[config.mk]
export PLATFORM = sky130hd
export DESIGN_NAME = sram_ctrl
export DESIGN_NICKNAME = d
export VERILOG_FILES = /design/src/rtl/sram_ctrl_pkg.sv /design/src/rtl/sram_phase_timer.sv /design/src/rtl/sram_seq_fsm.sv /design/src/rtl/sram_pin_drive.sv /design/src/rtl/sram_ctrl.sv
export SDC_FILE = /design/constraint.sdc
export NUM_CORES = 1
export LEC_CHECK = 0
export CAP_MARGIN = 20
export CORE_UTILIZATION = 46
export DETAILED_ROUTE_END_ITERATION = 10
export PLACE_DENSITY = 0.84
export SLEW_MARGIN = 0
export SYNTH_ARGS = -nofsm -noshare
export SYNTH_HDL_FRONTEND = slang
export SYNTH_HIERARCHICAL = 1
export SYNTH_SLANG_ARGS = --single-unit
[constraint.sdc]
create_clock -name clk_i -period 4.4 [get_ports clk_i]
set_input_delay 0.66 -clock clk_i [delete_from_list [all_inputs] [get_ports clk_i]]
set_output_delay 0.66 -clock clk_i [all_outputs]
set_load 0.02 [all_outputs]
[src/rtl/sram_ctrl_pkg.sv]
package sram_ctrl_pkg;

  typedef enum logic [2:0] {
    ST_IDLE   = 3'd0,
    ST_READ   = 3'd1,
    ST_WSETUP = 3'd2,
    ST_WPULSE = 3'd3,
    ST_WHOLD  = 3'd4,
    ST_RECOV  = 3'd5
  } sram_st_e;

  typedef struct packed {
    logic ce_n;
    logic we_n;
    logic oe_n;
    logic dq_oe;
  } pin_ctl_t;

  function automatic int ns2cyc(input int ns, input int clk_ns);
    return (ns + clk_ns - 1) / clk_ns;
  endfunction

  function automatic int imax(input int a, input int b);
    return (a > b) ? a : b;
  endfunction

  // read phase: cycle time, address access and output-enable access
  function automatic int rd_cycles(input int clk_ns, input int rc_ns, input int aa_ns, input int oe_ns);
    return imax(ns2cyc(rc_ns, clk_ns), imax(ns2cyc(aa_ns, clk_ns), ns2cyc(oe_ns, clk_ns)));
  endfunction

  // strobe phase: pulse width, address-to-end less setup cycle, data-to-end less setup cycle
  function automatic int wp_cycles(input int clk_ns, input int wp_ns, input int aw_ns, input int dw_ns);
    return imax(imax(ns2cyc(wp_ns, clk_ns), 1),
                imax(ns2cyc(aw_ns, clk_ns) - 1, ns2cyc(dw_ns, clk_ns) - 1));
  endfunction

  function automatic int hz_cycles(input int clk_ns, input int hz_ns);
    return imax(ns2cyc(hz_ns, clk_ns), 1);
  endfunction

endpackage

[src/rtl/sram_phase_timer.sv]
module sram_phase_timer #(
  parameter int CNT_W = 4
) (
  input  logic             clk_i,
  input  logic             rst_ni,
  input  logic             load_i,
  input  logic [CNT_W-1:0] len_i,
  output logic             done_o
);

  logic [CNT_W-1:0] cnt_q;

  always_ff @(posedge clk_i or negedge rst_ni) begin
    if (!rst_ni)             cnt_q <= '0;
    else if (load_i)         cnt_q <= len_i;
    else if (cnt_q != '0)    cnt_q <= cnt_q - 1'b1;
  end

  assign done_o = (cnt_q == '0);

endmodule

[src/rtl/sram_seq_fsm.sv]
module sram_seq_fsm
  import sram_ctrl_pkg::*;
#(
  parameter int RD_C   = 14,
  parameter int WP_C   = 11,
  parameter int HZ_C   = 5,
  parameter int WREC_C = 1,
  parameter int CNT_W  = 4
) (
  input  logic             clk_i,
  input  logic             rst_ni,
  input  logic             req_valid_i,
  input  logic             req_we_i,
  input  logic             tmr_done_i,
  output sram_st_e         state_d_o,
  output logic             ready_o,
  output logic             accept_o,
  output logic             capture_o,
  output logic             tmr_load_o,
  output logic [CNT_W-1:0] tmr_len_o
);

  localparam logic [CNT_W-1:0] RD_LEN   = CNT_W'(RD_C - 1);
  localparam logic [CNT_W-1:0] WP_LEN   = CNT_W'(WP_C - 1);
  localparam logic [CNT_W-1:0] HZ_LEN   = CNT_W'(HZ_C - 1);
  localparam logic [CNT_W-1:0] WREC_LEN = CNT_W'((WREC_C > 0) ? WREC_C - 1 : 0);

  sram_st_e state_q, state_d;

  assign ready_o  = (state_q == ST_IDLE);
  assign accept_o = ready_o & req_valid_i;

  always_comb begin
    state_d    = state_q;
    tmr_load_o = 1'b0;
    tmr_len_o  = '0;
    capture_o  = 1'b0;
    unique case (state_q)
      ST_IDLE: begin
        if (req_valid_i) begin
          if (req_we_i) begin
            state_d = ST_WSETUP;
          end else begin
            state_d    = ST_READ;
            tmr_load_o = 1'b1;
            tmr_len_o  = RD_LEN;
          end
        end
      end
      ST_READ: begin
        if (tmr_done_i) begin
          state_d    = ST_RECOV;
          capture_o  = 1'b1;
          tmr_load_o = 1'b1;
          tmr_len_o  = HZ_LEN;
        end
      end
      ST_WSETUP: begin
        state_d    = ST_WPULSE;
        tmr_load_o = 1'b1;
        tmr_len_o  = WP_LEN;
      end
      ST_WPULSE: begin
        if (tmr_done_i) state_d = ST_WHOLD;
      end
      ST_WHOLD: begin
        if (WREC_C > 0) begin
          state_d    = ST_RECOV;
          tmr_load_o = 1'b1;
          tmr_len_o  = WREC_LEN;
        end else begin
          state_d = ST_IDLE;
        end
      end
      ST_RECOV: begin
        if (tmr_done_i) state_d = ST_IDLE;
      end
      default: state_d = ST_IDLE;
    endcase
  end

  always_ff @(posedge clk_i or negedge rst_ni) begin
    if (!rst_ni) state_q <= ST_IDLE;
    else         state_q <= state_d;
  end

  assign state_d_o = state_d;

endmodule

[src/rtl/sram_pin_drive.sv]
module sram_pin_drive
  import sram_ctrl_pkg::*;
#(
  parameter int ADDR_W   = 19,
  parameter int DATA_W   = 8,
  parameter bit CE_WRITE = 1'b0
) (
  input  logic              clk_i,
  input  logic              rst_ni,
  input  sram_st_e          state_d_i,
  input  logic              accept_i,
  input  logic              capture_i,
  input  logic [ADDR_W-1:0] req_addr_i,
  input  logic [DATA_W-1:0] req_wdata_i,
  input  logic [DATA_W-1:0] dq_i,
  output logic [ADDR_W-1:0] addr_o,
  output logic [DATA_W-1:0] dq_o,
  output logic              dq_oe_o,
  output logic              ce_n_o,
  output logic              we_n_o,
  output logic              oe_n_o,
  output logic [DATA_W-1:0] rdata_o,
  output logic              rsp_valid_o
);

  localparam pin_ctl_t CTL_OFF = '{ce_n: 1'b1, we_n: 1'b1, oe_n: 1'b1, dq_oe: 1'b0};
  localparam pin_ctl_t CTL_RD  = '{ce_n: 1'b0, we_n: 1'b1, oe_n: 1'b0, dq_oe: 1'b0};
  localparam pin_ctl_t CTL_WP  = '{ce_n: 1'b0, we_n: 1'b0, oe_n: 1'b1, dq_oe: 1'b1};

  // setup/hold framing: the framing strobe stays low, the pulsed one is high
  pin_ctl_t ctl_frame;
  generate
    if (CE_WRITE) begin : g_ce_pulsed
      assign ctl_frame = '{ce_n: 1'b1, we_n: 1'b0, oe_n: 1'b1, dq_oe: 1'b1};
    end else begin : g_we_pulsed
      assign ctl_frame = '{ce_n: 1'b0, we_n: 1'b1, oe_n: 1'b1, dq_oe: 1'b1};
    end
  endgenerate

  pin_ctl_t ctl_d, ctl_q;

  always_comb begin
    unique case (state_d_i)
      ST_READ:            ctl_d = CTL_RD;
      ST_WSETUP, ST_WHOLD: ctl_d = ctl_frame;
      ST_WPULSE:          ctl_d = CTL_WP;
      default:            ctl_d = CTL_OFF;
    endcase
  end

  always_ff @(posedge clk_i or negedge rst_ni) begin
    if (!rst_ni) ctl_q <= CTL_OFF;
    else         ctl_q <= ctl_d;
  end

  logic [ADDR_W-1:0] addr_q;
  logic [DATA_W-1:0] wdata_q, rdata_q;
  logic              rsp_q;

  always_ff @(posedge clk_i or negedge rst_ni) begin
    if (!rst_ni) begin
      addr_q  <= '0;
      wdata_q <= '0;
    end else if (accept_i) begin
      addr_q  <= req_addr_i;
      wdata_q <= req_wdata_i;
    end
  end

  always_ff @(posedge clk_i or negedge rst_ni) begin
    if (!rst_ni) begin
      rdata_q <= '0;
      rsp_q   <= 1'b0;
    end else begin
      rsp_q <= capture_i;
      if (capture_i) rdata_q <= dq_i;
    end
  end

  assign addr_o      = addr_q;
  assign dq_o        = wdata_q;
  assign dq_oe_o     = ctl_q.dq_oe;
  assign ce_n_o      = ctl_q.ce_n;
  assign we_n_o      = ctl_q.we_n;
  assign oe_n_o      = ctl_q.oe_n;
  assign rdata_o     = rdata_q;
  assign rsp_valid_o = rsp_q;

endmodule

[src/rtl/sram_ctrl.sv]
module sram_ctrl
  import sram_ctrl_pkg::*;
#(
  parameter int ADDR_W   = 19,
  parameter int DATA_W   = 8,
  parameter int CLK_NS   = 5,
  parameter int T_RC_NS  = 70,
  parameter int T_AA_NS  = 70,
  parameter int T_OE_NS  = 35,
  parameter int T_WP_NS  = 55,
  parameter int T_AW_NS  = 60,
  parameter int T_DW_NS  = 25,
  parameter int T_HZ_NS  = 25,
  parameter bit CE_WRITE = 1'b0
) (
  input  logic              clk_i,
  input  logic              rst_ni,
  input  logic              req_valid_i,
  output logic              req_ready_o,
  input  logic              req_we_i,
  input  logic [ADDR_W-1:0] req_addr_i,
  input  logic [DATA_W-1:0] req_wdata_i,
  output logic              rsp_valid_o,
  output logic [DATA_W-1:0] rsp_rdata_o,
  output logic [ADDR_W-1:0] sram_addr_o,
  output logic [DATA_W-1:0] sram_dq_o,
  output logic              sram_dq_oe_o,
  input  logic [DATA_W-1:0] sram_dq_i,
  output logic              sram_ce_no,
  output logic              sram_we_no,
  output logic              sram_oe_no
);

  localparam int CYC_C  = ns2cyc(T_RC_NS, CLK_NS);
  localparam int RD_C   = rd_cycles(CLK_NS, T_RC_NS, T_AA_NS, T_OE_NS);
  localparam int WP_C   = wp_cycles(CLK_NS, T_WP_NS, T_AW_NS, T_DW_NS);
  localparam int HZ_C   = hz_cycles(CLK_NS, T_HZ_NS);
  localparam int WREC_C = (CYC_C > WP_C + 2) ? CYC_C - WP_C - 2 : 0;
  localparam int MAX_C  = imax(imax(RD_C, WP_C), imax(HZ_C, WREC_C));
  localparam int CNT_W  = $clog2(MAX_C + 1);

  sram_st_e         state_d;
  logic             accept, capture, tmr_load, tmr_done;
  logic [CNT_W-1:0] tmr_len;

  sram_phase_timer #(.CNT_W(CNT_W)) u_timer (
    .clk_i  (clk_i),
    .rst_ni (rst_ni),
    .load_i (tmr_load),
    .len_i  (tmr_len),
    .done_o (tmr_done)
  );

  sram_seq_fsm #(
    .RD_C   (RD_C),
    .WP_C   (WP_C),
    .HZ_C   (HZ_C),
    .WREC_C (WREC_C),
    .CNT_W  (CNT_W)
  ) u_fsm (
    .clk_i       (clk_i),
    .rst_ni      (rst_ni),
    .req_valid_i (req_valid_i),
    .req_we_i    (req_we_i),
    .tmr_done_i  (tmr_done),
    .state_d_o   (state_d),
    .ready_o     (req_ready_o),
    .accept_o    (accept),
    .capture_o   (capture),
    .tmr_load_o  (tmr_load),
    .tmr_len_o   (tmr_len)
  );

  sram_pin_drive #(
    .ADDR_W   (ADDR_W),
    .DATA_W   (DATA_W),
    .CE_WRITE (CE_WRITE)
  ) u_pins (
    .clk_i       (clk_i),
    .rst_ni      (rst_ni),
    .state_d_i   (state_d),
    .accept_i    (accept),
    .capture_i   (capture),
    .req_addr_i  (req_addr_i),
    .req_wdata_i (req_wdata_i),
    .dq_i        (sram_dq_i),
    .addr_o      (sram_addr_o),
    .dq_o        (sram_dq_o),
    .dq_oe_o     (sram_dq_oe_o),
    .ce_n_o      (sram_ce_no),
    .we_n_o      (sram_we_no),
    .oe_n_o      (sram_oe_no),
    .rdata_o     (rsp_rdata_o),
    .rsp_valid_o (rsp_valid_o)
  );

endmodule

==> impl_metrics.tcl, run 1 <==
set metrics [dict create \
    outcome "completed" \
    met3_usage 0.0683 \
    slowest_stage "nor3_2" \
    place.port_buffers 79 \
    grt-busiest-layer "met2" \
    endpoint_kind "flop" \
    drive_gt1_frac 0.250 \
    gp_congestion 0.834 \
    grt_max_degree 48 \
    max_cap_viol_count 0 \
    dieWidth_um 68.4 \
    antenna_cells 0 \
    grt_util_met1 0.237 \
    relSlewSlack 0.526 \
    antenna_found_initial 0 \
    cts_inserted_buffers 5 \
    synthToLayoutAreaGrowth_pct 44.6 \
    synthArstFlopShare 1.00 \
    root_buffer "clkbuf_8" \
    synth_compound_area_frac 0.0339 \
    use_met2 0.297 \
    synthMuxAreaShare 0.252 \
    synth.top_cells.by_area "dfrtp_1 54%, mux2_4 15%, mux2_2 9.4%" \
    start_kind "flop" \
    grt_pass1_wl_mm 6.19 \
    period_needed_ps 2620 \
    drt_iter0_drc 73 \
    p_int_mw 1.43 \
    synth_top_area_cell "dfrtp_1" \
    seqPwrFrac 0.352 \
    rsz0062_at_grt "false" \
    setup_tns_ps 0 \
    globalRouteTotalUtil 0.189 \
    synth_commonest_cells "44 x dfrtp_1, 20 x mux2_4, 17 x mux2_2" \
    cts_tree "built" \
    ys_seq_elements 47 \
    synthFlopType "dfrtp_1" \
    die_area_mm2 0.00468 \
    via_per_inst 5.15 \
    final_area_mm2 0.00294 \
    critical-path-max-stage-delay_ps 570 \
    synth_adder_area_share 0.00617 \
    finalHoldViolCount 0 \
    slew_violations 0 \
    initial_utilization 0.493 \
    synth_simple_gate_area_share 0.0777 \
    core_area_mm2 0.00412 \
    setup_viol_count_final 0 \
    p_sw_frac 0.350 \
    syn-mean-instance-area_um2 15.1 \
    p_clk_frac 0.123 \
    ctsHoldBuffers 0 \
    dpl.hpwl_mm 3.01 \
    crit_fanout 10 \
    skew_ps 3.38 \
    worst_slew_pin_slew_ps 707 \
    synth-xor-area-share 0.00863 \
    syn_area_mm2 0.00203 \
    seq_area_frac_synth 0.581 \
    cts_max_level 2 \
    p_leak_nw 1.26 \
    drtPass1Iterations 4 \
    comb_power_share 0.524 \
    grt_overflow 0 \
    yosysUniqueCellTypes 32 \
    routedWlPerCell_um 15.9 \
    placed_area_mm2 0.00282 \
    yosysWarnings 6 \
    fmax_mhz 382 \
    hold_path.class "in2async" \
    pin_count 80 \
    fin_nets 255 \
    synth_edf_count 0 \
    cts_setup_buffers 0 \
    synth_most_common_cell "dfrtp_1" \
    clkLatencyLatePin_ps 290 \
    cellPowerDensity_mw_per_mm2 752 \
    cts_sinks 47 \
    arrival_ps 2800 \
    peakVddDrop_mv 0.420 \
    cts_buffer_depth 2 \
    switching_power_mw 0.773 \
    synth_cells 134 \
    fp-row-count 23 \
    ant_nets 0 \
    synth_top_area_frac 0.543 \
    crit_chain "inv_1 > ha_1 > nor3b_4 > nand2_1 > nor3_2 > a211o_1 > nor3_1 > a221o_1" \
    fin_crit_sh 0.595 \
    clk_pin_slew_ps 80 \
    fp.dieH_um 68.4 \
    vias 1371 \
    drc 0 \
    syn_nets 174 \
    critical_path_class "reg2reg" \
    grt_pass1_vias 1297 \
    postCtsResizedCells 0 \
    crit_required_ps 4580 \
    wl_mm 4.23 \
    nFillCells 272 \
    synth_top_family_by_area "multiplexers" \
]
==> cells by family (layout without fill, tap and decap cells) <==
group | Yosys count | count (layout)
xor gates and xnor gates | 2 | 2
DFF | 47 | 47
AOI/OAI and AO/OA | 10 | 10
and+or+nand+nor | 25 | 25
muxes | 39 | 39
adders and majority gates | 1 | 1
buffers and inverters | 10 | 92
==> power by group through the flow <==
stage	clock network [mW]	registers (mW)	logic, mW
after global placement	0	0.773	1.12
after detailed placement	0	0.785	1.15
after global routing	0.306	0.804	1.23
final	0.272	0.777	1.16
after floorplan	0	0.981	0.478
after CTS	0.282	0.778	1.16
==> area by class of cell <==
cell class	count	area, um2	share of cell area
Multi-Input combinational cell	77	768	0.262
Timing Repair Buffer	81	813	0.277
Clock buffer	8	100	0.0341
Inverter	3	11.3	0.00384
Sequential cell	47	1180	0.402
Tap cell	50	62.6	0.0213
==> worst paths after layout <==
path	depth (start not counted)	slack, ps	startpoint	endpoint
worst max register to register	8	1780	u_timer/cnt_q[0]$_DFFE_PN0P_	u_timer/cnt_q[3]$_DFFE_PN0P_
min in group clk_i	1	510	u_pins/addr_o[16]$_DFFE_PN0P_	u_pins/addr_o[16]$_DFFE_PN0P_
worst min register to register	1	510	u_pins/addr_o[16]$_DFFE_PN0P_	u_pins/addr_o[16]$_DFFE_PN0P_
max in group asynchronous	2	3750	rst_ni	u_pins/oe_n_o$_DFF_PN1_
worst max-delay path	8	1780	u_timer/cnt_q[0]$_DFFE_PN0P_	u_timer/cnt_q[3]$_DFFE_PN0P_
worst min-delay path	1	160	rst_ni	u_pins/addr_o[0]$_DFFE_PN0P_
==> layer usage <==
metal / vias to the layer above / share of wire
met5: - / 0
met4: 0 / 0.014
met3: 7 / 0.084
met2: 73 / 0.49
met1: 665 / 0.41
li1: 626 / -
==> through the flow <==
stage / utilization / hold WS [ps] / instances / setup slack (ps) / total power, mW
floorplan: - / 364 / 134 / 2380 / 1.46
global placement: 0.684 / 490 / 257 / 2000 / 1.90
detailed placement: 0.684 / 491 / 257 / 1810 / 1.94
CTS: 0.708 / 516 / 265 / 1810 / 2.22
global route: 0.713 / 140 / 266 / 1570 / 2.34
finish: 0.713 / 156 / 266 / 1780 / 2.21
==> state kept, by name, summed over array words and instances (netlist names) <==
name / count
u_pins/addr_o: 19
u_pins/dq_o: 8
u_pins/rdata_o: 8
u_timer/cnt_q: 4
u_fsm/state_q: 3
u_pins/ce_n_o: 1
u_pins/dq_oe_o: 1
u_pins/oe_n_o: 1
u_pins/rsp_valid_o: 1
u_pins/we_n_o: 1
==> worst max-delay path, delay by kind of cell, from the launching register on <==
kind	cells	cell delay, ps
compound gates	2	660
fa+ha+maj	1	220
buf+inv	1	100
flops	1	400
simple gates	4	1130
==> layout by cell type, fill, tap and decap left out, types with 2 or more instances in the layout <==
cell / netlist / layout
nor2b_1: 2 / 2
nand2_1: 3 / 3
nor3_1: 2 / 2
dfrtp_1: 44 / 44
mux2_4: 20 / 20
mux2i_1: 2 / 2
inv_1: 3 / 3
mux2_2: 17 / 17
clkbuf_8: 0 / 7
nor2_1: 6 / 6
clkdlybuf4s50_1: 0 / 78
nor3_2: 2 / 2
dfstp_2: 3 / 3
nand3b_1: 2 / 2
o21ai_0: 3 / 3
and2_1: 4 / 4
(Power assumes the default switching activity.)
==> run 2: changes to the inputs <==
Settings changed: CORE_UTILIZATION 46 to 43, PLACE_DENSITY 0.84 to 0.79.
Clock period 4.4 ns to 2.7 ns, I/O delays scaled along.
==> run 2 against run 1 <==
Against the previous run: the flow now finishes with violations (design-rule violations); clock skew is 1.5 ps higher; die area up 6.8%; final cell count is 1.5% higher; flip-flop and latch count is the same; critical path depth fell by 2; via count down 2.3%; maximum frequency up 21%; clock power grew 44%; sequential power increased by 62%; largest power group unchanged.
==> impl_metrics.tcl, run 2 (synthesis gave the netlist of run 1 again) <==
set metrics [dict create \
    utilization 0.661 \
    crit_required_ps 2880 \
    p_int_mw 2.29 \
    largest_reg_flops 19 \
    final_common_cell "clkdlybuf4s50_1" \
    fp-row-count 24 \
    rsz0062_at_grt "false" \
    fmax_mhz 462 \
    r2r-end "u_pins/dq_oe_o$_DFF_PN0_" \
    start_kind "flop" \
    setup_tns_ps 0 \
    ant_nets 0 \
    gp_congestion 0.894 \
    root_buffer "clkbuf_8" \
    place.port_buffers 79 \
    max_cap_viol_count 0 \
    nFillCells 339 \
    wl_mm 4.24 \
    grt_overflow 0 \
    critical_path_class "reg2reg" \
    vias 1340 \
    antenna_cells 0 \
    cellPowerDensity_mw_per_mm2 1210 \
    routedWlPerCell_um 15.7 \
    drtPass1Iterations 7 \
    antenna_found_initial 0 \
    p_leak_nw 1.26 \
    dieWidth_um 70.7 \
    violations "design-rule violations" \
    endpoint_kind "flop" \
    holdWs_ps 451 \
    cp_top_family "simple AND/OR/NAND/NOR gates" \
    outcome "finished with violations" \
    p_clk_frac 0.111 \
    initial_utilization 0.457 \
    r2r_cells 6 \
    worst_slew_pin_slew_ps 541 \
    grt_max_degree 48 \
    comb_power_share 0.534 \
    final_cell_mix "78 x clkdlybuf4s50_1, 44 x dfrtp_1, 20 x mux2_4" \
    p_sw_frac 0.355 \
    path_buf_inv 1 \
    cts_buffer_depth 2 \
    endpoint "u_pins/dq_oe_o$_DFF_PN0_" \
    drive_gt1_frac 0.248 \
    cts_inserted_buffers 5 \
    switching_power_mw 1.26 \
    cts_sinks 47 \
    fin_crit_sh 0.802 \
    finalHoldViolCount 0 \
    setup_viol_count_final 0 \
    slowest_stage "o21ai_0" \
    critical-path-max-stage-delay_ps 490 \
    clk_pin_slew_ps 80 \
    postCtsResizedCells 0 \
    rrSetupSlack_ps 530 \
    crit_cells 6 \
    drt_iter0_drc 67 \
    ctsHoldBuffers 0 \
    slew_violations 0 \
    finalPower_mw 3.55 \
    fp.dieH_um 70.7 \
    dpl.hpwl_mm 3.14 \
    die_area_mm2 0.00500 \
    synthToLayoutAreaGrowth_pct 44.7 \
    grt_pass1_wl_mm 6.82 \
    period_needed_ps 2170 \
    startpoint "u_timer/cnt_q[0]$_DFFE_PN0P_" \
    crit_fanout 5 \
    peakVddDrop_mv 0.546 \
    cts_setup_buffers 0 \
    hold_path.class "in2async" \
    seqPwrFrac 0.355 \
    clkLatencyLatePin_ps 290 \
    crit_chain "inv_1 > ha_1 > nor3b_4 > nand2_1 > o21ai_0 > mux2_2" \
    via_per_inst 4.96 \
    fin_nets 257 \
    grt_pass1_vias 1453 \
    relSlewSlack 0.636 \
    globalRouteTotalUtil 0.177 \
    cts_tree "built" \
    cts_max_level 2 \
    arrival_ps 2350 \
    pin_count 80 \
    regToRegStartpoint "u_timer/cnt_q[0]$_DFFE_PN0P_" \
    core_area_mm2 0.00444 \
    drc 20 \
    skew_ps 4.93 \
]
[run 2: layer usage]
layer | GRT usage | vias up | share of wire
li1 | - | 627 | -
met1 | 0.216 | 644 | 0.40
met2 | 0.291 | 60 | 0.49
met3 | 0.0627 | 9 | 0.092
met4 | 0.0644 | 0 | 0.014
met5 | 0 | - | 0
[run 2: how the worst min path moves through the flow]
stage	from	to	slack (ps)	cells past startpoint
2_1_floorplan	rst_ni	u_fsm/state_q[0]$_DFF_PN0_	110	0
3_3_place_gp	u_pins/rdata_o[4]$_DFFE_PN0P_	u_pins/rdata_o[4]$_DFFE_PN0P_	490	1
3_5_place_dp	u_pins/addr_o[0]$_DFFE_PN0P_	u_pins/addr_o[0]$_DFFE_PN0P_	500	1
4_1_cts	rst_ni	u_pins/addr_o[9]$_DFFE_PN0P_	320	1
5_1_grt	rst_ni	u_pins/addr_o[5]$_DFFE_PN0P_	440	2
6_report	rst_ni	u_pins/addr_o[8]$_DFFE_PN0P_	450	2
[run 2: power by group through the flow]
stage                     Clock [mW]  Sequential (mW)  Combinational (mW)
after floorplan                    0             1.60               0.779
after global placement             0             1.25                1.84
after detailed placement           0             1.28                1.90
after CTS                      0.408             1.26                1.91
after global routing           0.441             1.30                2.00
final                          0.393             1.26                1.90
[run 2: worst reg2reg max path, cell delays in order (launching register included)]
cell	delay, ps
dfrtp_1	380
inv_1	90
ha_1	220
nor3b_4	310
nand2_1	190
o21ai_0	490
mux2_2	390
[run 2: stage by stage]
step           instances  setup slack [ps]  area [um2]
6_report             270               534        2940
5_1_grt              270               376        2940
4_1_cts              268               535        2910
3_5_place_dp         260               531        2830
3_3_place_gp         260               689        2830
2_1_floorplan        134               677        2030
[run 2: cell type report]
cell class / count / area, um2 / share of cell area
Clock inverter: 1 / 5.00 / 0.00170
Sequential cell: 47 / 1180 / 0.402
Multi-Input combinational cell: 77 / 768 / 0.262
Tap cell: 52 / 65.1 / 0.0222
Inverter: 3 / 11.3 / 0.00383
Timing Repair Buffer: 83 / 831 / 0.283
Clock buffer: 7 / 76.3 / 0.0260
==> run 3: changes to the inputs <==
Clock period 2.7 ns to 2.1 ns, I/O delays scaled along.
==> run 3 against run 2 <==
Against the previous run: the flow still finishes with violations (design-rule violations); core utilization grew 0.23 points; clock skew about the same; final cell count is 0.37% higher; maximum frequency up 11%; non-clock buffer count rose by 1; flip-flop and latch count is the same; critical endpoint is now u_pins/oe_n_o$_DFF_PN1_; largest power group unchanged.
==> impl_metrics.tcl, run 3 (synthesis gave the netlist of run 1 again) <==
set metrics [dict create \
    outcome "finished with violations" \
    violations "design-rule violations" \
    path_buf_inv 3 \
    dieWidth_um 70.7 \
    fin_nets 258 \
    dpl.hpwl_mm 3.05 \
    cts_sinks 47 \
    switching_power_mw 1.62 \
    critical_path_class "reg2reg" \
    setup_slack_ps 146 \
    p_leak_nw 1.28 \
    setup_viol_count_final 0 \
    p_sw_frac 0.352 \
    clk_pin_slew_ps 80 \
    placed_area_mm2 0.00285 \
    final_area_mm2 0.00295 \
    skew_ps 4.72 \
    gp_congestion 0.842 \
    antenna_cells 0 \
    crit_cells 8 \
    crit_required_ps 2310 \
    antenna_found_initial 0 \
    clkLatencyLatePin_ps 290 \
    r2r_cells 8 \
    final_cell_mix "77 x clkdlybuf4s50_1, 44 x dfrtp_1, 20 x mux2_4" \
    worst_slew_pin_slew_ps 626 \
    endpoint_kind "flop" \
    pin_count 80 \
    cts_tree "built" \
    grt_overflow 0 \
    utilization 0.663 \
    setup_tns_ps 0 \
    relSlewSlack 0.583 \
    crit_fanout 5 \
    grt_pass1_vias 1340 \
    drt_iter0_drc 76 \
    cp_top_family "simple AND/OR/NAND/NOR gates" \
    via_per_inst 4.87 \
    fin_crit_sh 0.930 \
    drtPass1Iterations 8 \
    synthToLayoutAreaGrowth_pct 45.2 \
    peakVddDrop_mv 0.760 \
    regToRegStartpoint "u_timer/cnt_q[0]$_DFFE_PN0P_" \
    p_clk_frac 0.109 \
    seqPwrFrac 0.354 \
    start_kind "flop" \
    fp.dieH_um 70.7 \
    slowest_stage "or3b_2" \
    grt_max_degree 30 \
    drive_gt1_frac 0.260 \
    core_area_mm2 0.00444 \
    dp_worst_setup_slack_ps 46.9 \
    cts_buffer_depth 2 \
    cts_max_level 2 \
    routedWlPerCell_um 15.1 \
    cpMostUsedCell "inv_1" \
    cts_inserted_buffers 5 \
    slew_violations 0 \
    hold_path.class "in2async" \
    globalRouteTotalUtil 0.170 \
    critical-path-max-stage-delay_ps 490 \
    place.port_buffers 79 \
    ctsHoldBuffers 0 \
    arrival_ps 2160 \
    p_int_mw 2.98 \
    comb_power_share 0.537 \
    grt_pass1_wl_mm 6.47 \
    die_area_mm2 0.00500 \
    largest_reg_flops 19 \
    max_cap_viol_count 0 \
    initial_utilization 0.457 \
    final_common_cell "clkdlybuf4s50_1" \
    root_buffer "clkbuf_8" \
    drc 20 \
    startpoint "u_timer/cnt_q[0]$_DFFE_PN0P_" \
    finalPower_mw 4.60 \
    wl_mm 4.08 \
    fp-row-count 24 \
    fmax_mhz 512 \
    crit_chain "inv_1 > ha_1 > nor3b_4 > buf_4 > inv_1 > a2bb2oi_1 > nor2_1 > or3b_2" \
    finalHoldViolCount 0 \
    cellPowerDensity_mw_per_mm2 1560 \
    vias 1319 \
    period_needed_ps 1950 \
    ant_nets 0 \
]
-- run 3: changes by cell type in the layout (fill, tap and decap cells not counted), sizes merged --
cell,change
dlymetal6s2s,+1
buf,+2
clkdlybuf4s50,-1
dlygate4sd3,-1
-- run 3: worst reg2reg max path: stages, from the launching register on --
cell	delay, ps
dfrtp_1	380
inv_1	90
ha_1	220
nor3b_4	230
buf_4	160
inv_1	40
a2bb2oi_1	150
nor2_1	100
or3b_2	490
-- run 3: layer usage --
metal	GRT usage	part of all wire	up-vias	wire, um
met5	0	0	-	0
met4	0.0400	0.0071	0	29
met3	0.0627	0.087	4	355
met2	0.274	0.46	54	1870
met1	0.220	0.45	632	1830
li1	-	-	629	-
-- run 3: cell type report --
cell class	instances	area [um2]
Clock buffer	7	76.3
Clock inverter	1	5.00
Fill cell	323	1500
Inverter	3	11.3
Multi-Input combinational cell	77	771
Sequential cell	47	1180
Tap cell	52	65.1
Timing Repair Buffer	84	838
-- run 3: metrics by stage --
| stage | hold WS [ps] | instances |
|---|---|---|
| finish | 34.5 | 271 |
| global route | 75.9 | 271 |
| CTS | 50.4 | 270 |
| detailed placement | 374 | 262 |
| global placement | 354 | 262 |
| floorplan | 19.4 | 134 |
-- run 3: worst paths after layout --
path	to	slack, ps
setup / recovery	u_pins/oe_n_o$_DFF_PN1_	150
hold / removal	u_pins/addr_o[3]$_DFFE_PN0P_	30
setup reg to reg	u_pins/oe_n_o$_DFF_PN1_	150
hold reg to reg	u_pins/addr_o[12]$_DFFE_PN0P_	510
max in group asynchronous	u_pins/addr_o[1]$_DFFE_PN0P_	1380
min in group clk_i	u_pins/addr_o[12]$_DFFE_PN0P_	510
-- run 3: timing repair --
| item | CTS | global route |
|---|---|---|
| buffers inserted | 0 | 1 |
| endpoints found under the setup margin | 0 | 4 |
| resized for setup | 0 | 3 |
-- run 3: power by group through the flow --
stage / combinational (mW) / sequential, mW / clock (mW)
after floorplan: 1.00 / 2.05 / 0
after CTS: 2.47 / 1.63 / 0.525
after global placement: 2.39 / 1.61 / 0
after global routing: 2.62 / 1.68 / 0.567
after detailed placement: 2.46 / 1.65 / 0
final: 2.47 / 1.63 / 0.501
